## src/rtl/lps_pkg.sv

```systemverilog
package lps_pkg;

  typedef enum logic [1:0] {
    ST_RUN  = 2'd0,
    ST_IDLE = 2'd1,
    ST_STBY = 2'd2,
    ST_HALT = 2'd3
  } lpState_e;

  // strobes from control to datapath
  typedef struct packed {
    logic qualRun;   // qualification counter may run
    logic gateCpu;   // CPU and system clock gated
    logic stopOsc;   // oscillator stopped unless a wake line restarts it
  } lpStrobe_t;

  function automatic lpState_e decodeMode(input logic [1:0] mode);
    if (mode[1])       return ST_HALT;
    else if (mode[0])  return ST_STBY;
    else               return ST_IDLE;
  endfunction

endpackage

```

## src/rtl/lps_ctrl.sv

```systemverilog
module lps_ctrl
  import lps_pkg::*;
(
  input  logic       clk,
  input  logic       rstN,
  input  logic       idleReq,
  input  logic [1:0] modeReg,
  input  logic       intN,
  input  logic       nmiN,
  input  logic       wdIntN,
  input  logic       dbgWakeN,
  input  logic       qualOk,
  output lpState_e   stateQ,
  output lpStrobe_t  strobe,
  output logic       wakeDone
);

  lpState_e stateD;
  logic     exitNow;

  // which sources are legal depends on the current state
  always_comb begin
    exitNow = 1'b0;
    unique case (stateQ)
      ST_IDLE: exitNow = !intN || !nmiN;
      ST_STBY: exitNow = !wdIntN || !dbgWakeN || !nmiN || qualOk;
      ST_HALT: exitNow = !dbgWakeN || !nmiN || qualOk;
      default: exitNow = 1'b0;
    endcase
  end

  always_comb begin
    stateD = stateQ;
    if (stateQ == ST_RUN) begin
      if (idleReq) stateD = decodeMode(modeReg);
    end else if (exitNow) begin
      stateD = ST_RUN;
    end
  end

  always_ff @(posedge clk or negedge rstN) begin
    if (!rstN) begin
      stateQ   <= ST_RUN;
      wakeDone <= 1'b0;
    end else begin
      stateQ   <= stateD;
      wakeDone <= (stateQ != ST_RUN) && exitNow;
    end
  end

  always_comb begin
    strobe.qualRun = (stateQ == ST_STBY) || (stateQ == ST_HALT);
    strobe.gateCpu = (stateQ == ST_STBY) || (stateQ == ST_HALT);
    strobe.stopOsc = (stateQ == ST_HALT);
  end

endmodule

```

## src/rtl/lps_datapath.sv

```systemverilog
module lps_datapath
  import lps_pkg::*;
#(
  parameter int PORTS  = 32,
  parameter int QUAL_W = 6
) (
  input  logic              clk,
  input  logic              rstN,
  input  logic              ctlWr,
  input  logic [1:0]        ctlMode,
  input  logic [QUAL_W-1:0] ctlQual,
  input  logic              selWr,
  input  logic [PORTS-1:0]  selData,
  input  logic [PORTS-1:0]  portN,
  input  lpStrobe_t         strobe,
  input  logic              inRun,
  output logic [1:0]        modeReg,
  output logic              qualOk,
  output logic              anySelLow,
  output logic              oscEn,
  output logic              cpuClkEn,
  output logic              sysClkEn
);

  localparam int CNT_W = QUAL_W + 1;
  localparam logic [CNT_W-1:0] CNT_MAX = {CNT_W{1'b1}};

  logic [QUAL_W-1:0] qualReg;
  logic [PORTS-1:0]  selReg;
  logic [PORTS-1:0]  lowHit;
  logic [CNT_W-1:0]  qualCnt;
  logic [CNT_W-1:0]  qualTarget;

  // configuration is only taken while running
  always_ff @(posedge clk or negedge rstN) begin
    if (!rstN) begin
      modeReg <= 2'b00;
      qualReg <= '0;
      selReg  <= '0;
    end else begin
      if (ctlWr && inRun) begin
        modeReg <= ctlMode;
        qualReg <= ctlQual;
      end
      if (selWr) selReg <= selData;
    end
  end

  for (genvar i = 0; i < PORTS; i++) begin : g_mask
    assign lowHit[i] = selReg[i] & ~portN[i];
  end

  assign anySelLow  = |lowHit;
  assign qualTarget = CNT_W'(qualReg) + CNT_W'(1);

  // consecutive low samples of the OR of selected lines
  always_ff @(posedge clk or negedge rstN) begin
    if (!rstN) begin
      qualCnt <= '0;
    end else if (!strobe.qualRun || !anySelLow) begin
      qualCnt <= '0;
    end else if (oscEn && qualCnt != CNT_MAX) begin
      qualCnt <= qualCnt + CNT_W'(1);
    end
  end

  assign qualOk   = strobe.qualRun && anySelLow && oscEn && (qualCnt == qualTarget);

  // a selected low line restarts the oscillator without a clock
  assign oscEn    = !strobe.stopOsc || anySelLow;
  assign cpuClkEn = !strobe.gateCpu;
  assign sysClkEn = !strobe.gateCpu;

endmodule

```

## src/rtl/lowpower_seq.sv

```systemverilog
module lowpower_seq
  import lps_pkg::*;
#(
  parameter int PORTS  = 32,
  parameter int QUAL_W = 6
) (
  input  logic              clk,
  input  logic              rstN,
  input  logic              ctlWr,
  input  logic [1:0]        ctlMode,
  input  logic [QUAL_W-1:0] ctlQual,
  input  logic              selWr,
  input  logic [PORTS-1:0]  selData,
  input  logic              idleReq,
  input  logic              intN,
  input  logic              nmiN,
  input  logic              wdIntN,
  input  logic              dbgWakeN,
  input  logic [PORTS-1:0]  portN,
  output logic              oscEn,
  output logic              cpuClkEn,
  output logic              sysClkEn,
  output logic [1:0]        lpState,
  output logic              wakeDone
);

  lpState_e  stateQ;
  lpStrobe_t strobe;
  logic [1:0] modeReg;
  logic       qualOk;
  logic       anySelLow;

  lps_ctrl u_ctrl (
    .clk      (clk),
    .rstN     (rstN),
    .idleReq  (idleReq),
    .modeReg  (modeReg),
    .intN     (intN),
    .nmiN     (nmiN),
    .wdIntN   (wdIntN),
    .dbgWakeN (dbgWakeN),
    .qualOk   (qualOk),
    .stateQ   (stateQ),
    .strobe   (strobe),
    .wakeDone (wakeDone)
  );

  lps_datapath #(.PORTS(PORTS), .QUAL_W(QUAL_W)) u_dp (
    .clk       (clk),
    .rstN      (rstN),
    .ctlWr     (ctlWr),
    .ctlMode   (ctlMode),
    .ctlQual   (ctlQual),
    .selWr     (selWr),
    .selData   (selData),
    .portN     (portN),
    .strobe    (strobe),
    .inRun     (stateQ == ST_RUN),
    .modeReg   (modeReg),
    .qualOk    (qualOk),
    .anySelLow (anySelLow),
    .oscEn     (oscEn),
    .cpuClkEn  (cpuClkEn),
    .sysClkEn  (sysClkEn)
  );

  assign lpState = stateQ;

endmodule

```

## config.mk

```make
export PLATFORM = sky130hd
export DESIGN_NAME = lowpower_seq
export DESIGN_NICKNAME = d
export VERILOG_FILES = /design/src/rtl/lps_pkg.sv /design/src/rtl/lps_ctrl.sv /design/src/rtl/lps_datapath.sv /design/src/rtl/lowpower_seq.sv
export SDC_FILE = /design/constraint.sdc
export NUM_CORES = 1
export LEC_CHECK = 0
export BUFFER_PORTS_ARGS = -buffer_cell sky130_fd_sc_hd__clkbuf_2
export CORE_MARGIN = 8
export CORE_UTILIZATION = 49
export DETAILED_ROUTE_END_ITERATION = 8
export PLACE_DENSITY_LB_ADDON = 0.25
export SYNTH_ARGS = -nofsm -noshare
export SYNTH_HDL_FRONTEND = slang
export SYNTH_SLANG_ARGS = --single-unit
```

## constraint.sdc

```tcl
create_clock -name clk -period 1.9 [get_ports clk]
set_clock_uncertainty 0.15 [all_clocks]
set_input_delay 0.285 -clock clk [delete_from_list [all_inputs] [get_ports clk]]
set_output_delay 0.285 -clock clk [all_outputs]
set_load 0.03 [all_outputs]
```

==> metrics <==
ratio of cells with drive above 1 in the final layout 0.542; post-DP HPWL roughly 4.3 mm; final core utilization 0.693; Root Driver clkbuf_8; vias in the first global route between 2000 and 2500; Leak 1.55 nW; ANT nets after route 0; WP buf/inv 2; Placeable Area roughly 0.0048 mm²; Crit Path Class register to output port; worst-path cell chain nor2b_4 > a2111oi_4 > buf_4 > nand4_1 > nor2_1 > nand3_1 > clkbuf_8; DR vias/cell ~5.0; Gate Count Post-Synth 206; WP data arrival ~1.9 ns; post-synthesis sequential area ratio 0.516; H-tree Lvls 2; Sum Neg Setup Slack -0.403 ns; Clock Latency Late Sink approximately 0.30 ns; Tot GR Track Use 0.155; most frequent cells in the layout clkbuf_2, dfrtp_1, mux2_2; drt first pass iters 4; NumNets Final a little under 400; Power Total ~3.2 mW; Die Width 86.3 µm; Synth Flop Type dfrtp_1; Hold Violations, Final 0; Antenna diodes 0; Slew @ Worst Pin about 0.39 ns; Layout area overhead 36.0%; Critical Path End Type output port; max-slew violations 0; Max FO, Critical Path 2; min Tclk post-route around 2.3 ns; CTS Buf Count 5; average cell area after synthesis between 10 and 15 µm²; num rows 25; WL/cell between 15 and 20 µm; starting density of the core 0.510; port bufs 86; RSZ-0062 raised after global routing yes; Ports 87; Max Buffers Root-to-Sink 2; period utilization 1.20; DRC viols 0; most common cell after layout, fill and taps aside clkbuf_2; Crit-path slowest cell dfrtp_1; CTS clk-pin slew, worst paths ~0.080 ns; initial antenna violation count 0; DRT iter0 DRCs 57; global-route wire length before repair about 9 mm; power per cell area 982 mW/mm²; outcome complete, but fails checks; die area around 0.0075 mm²; fmax 0.437 GHz; Async SR Flop Fraction 1.00; Rel. slew slack 0.738; Critical Path Max Stage Delay 0.39 ns; max_cap viols 0; largest net degree at the start of global routing 51; Die Ht between 80 and 90 µm; gr ovfl total 0; TritonCTS Sinks 50; area leader, netlist dfrtp_1; CTS tree done; # setup viols final 2; required time worst endpoint approximately 1.5 ns; post-synthesis cell area 0.00242 mm²; number of synthesized register bits 50; syn nets approximately 290; via count 1875; synth unique cells 36; violated checks negative setup slack; top cells by area, synth dfrtp_1, mux2_2, nor2b_1; GPL Wtd Cong just over 0.8; Final WS setup -0.386 ns; Synth top area share 0.516; final WL 5.68 mm; CP delay by family, top simple AND/OR/NAND/NOR gates; Syn. warnings 0; EDFF count, synth 0; final hold slack around 0.038 ns; CP Launch Type register; min-delay worst type input port to register; Peak supply drop roughly 0.43 mV
[per-stage QoR]
stage	std cells	area [µm²]	worst slack [ns]
after floorplan	206	2420	0.0322
after global placement	364	3020	-0.244
after detailed placement	364	3020	-0.247
after CTS	374	3260	-0.453
after global routing	375	3300	-0.507
final	375	3300	-0.386
[per-layer routing]
layer,vias to the layer above,wire length (µm),track usage
met5,-,0,0
met4,0,53,0.0376
met3,5,347,0.0529
met2,47,2890,0.271
met1,893,2390,0.176
li1,930,-,-
[tightest hold or removal path: stages]
cell      delay (ns)
clkbuf_2        0.07
nand2_1         0.03
o21ai_0         0.06
[cell usage after synthesis (2+ instances only)]
cell,instances
nor3_1,2
a2111oi_0,8
and2_1,3
clkbuf_1,2
nor2_1,10
xor2_1,5
mux2_2,38
nand2_1,6
a21oi_1,3
xnor2_1,5
o21ai_0,6
dfrtp_1,50
nand4_1,3
ha_1,2
inv_1,11
nand3_1,7
nor2b_1,24
buf_1,3
[worst paths after layout]
path / start / to / slack [ns] / depth (start not counted)
max in group asynchronous: rstN / u_dp.qualReg[2] / 0.99 / 3
max: u_dp.selReg[26] / oscEn / -0.39 / 7
max reg2reg: u_dp.selReg[26] / u_dp.qualCnt[2] / -0.02 / 8
min: ctlMode[0] / u_dp.modeReg[0] / 0.04 / 3
min in group asynchronous: rstN / u_dp.selReg[20] / 0.36 / 3
min reg2reg: u_dp.selReg[10] / u_dp.selReg[10] / 0.35 / 1
[registers in the layout, indices dropped and copies added, names as in the netlist]
register	count
u_dp.qualCnt	7
u_dp.selReg	32
u_dp.modeReg	2
u_ctrl.stateQ	2
u_dp.qualReg	6
u_ctrl.wakeDone	1
[final cells by class]
cell class | count | area, µm²
clock buffers | 8 | 110
repair buffers | 100 | 576
flip-flops and latches | 50 | 1250
well taps | 67 | 83.8
multi-input cells | 139 | 1230
inverters | 11 | 41.3
fillers | 357 | 1460
[repair_timing]
item / in CTS / in global routing
endpoints found under the hold margin: 50 / 0
pin swaps: 14 / 6
setup endpoints to repair: 11 / 11
resized for setup: 27 / 7
hold buffers: 1 / 0
setup buffers: 1 / 1
[power breakdown]
| group | leakage [nW] | total (mW) | internal (mW) | switching (mW) |
|---|---|---|---|---|
| Clock | 0.0575 | 0.704 | 0.368 | 0.336 |
| Sequential | 0.603 | 1.44 | 1.27 | 0.177 |
| Combinational | 0.890 | 1.09 | 0.560 | 0.533 |
[cell families (layout without fill, tap and decap cells)]
group,Yosys count,in the layout,synth area share
AOI/OAI and AO/OA,28,28,0.0913
buffers and inverters,17,119,0.0279
xor gates and xnor gates,10,10,0.0361
and+or+nand+nor,60,60,0.138
DFF,50,50,0.516
muxes,39,39,0.181
adders and majority gates,2,2,0.0103
Note: power is estimated with default switching activity, not from simulation.
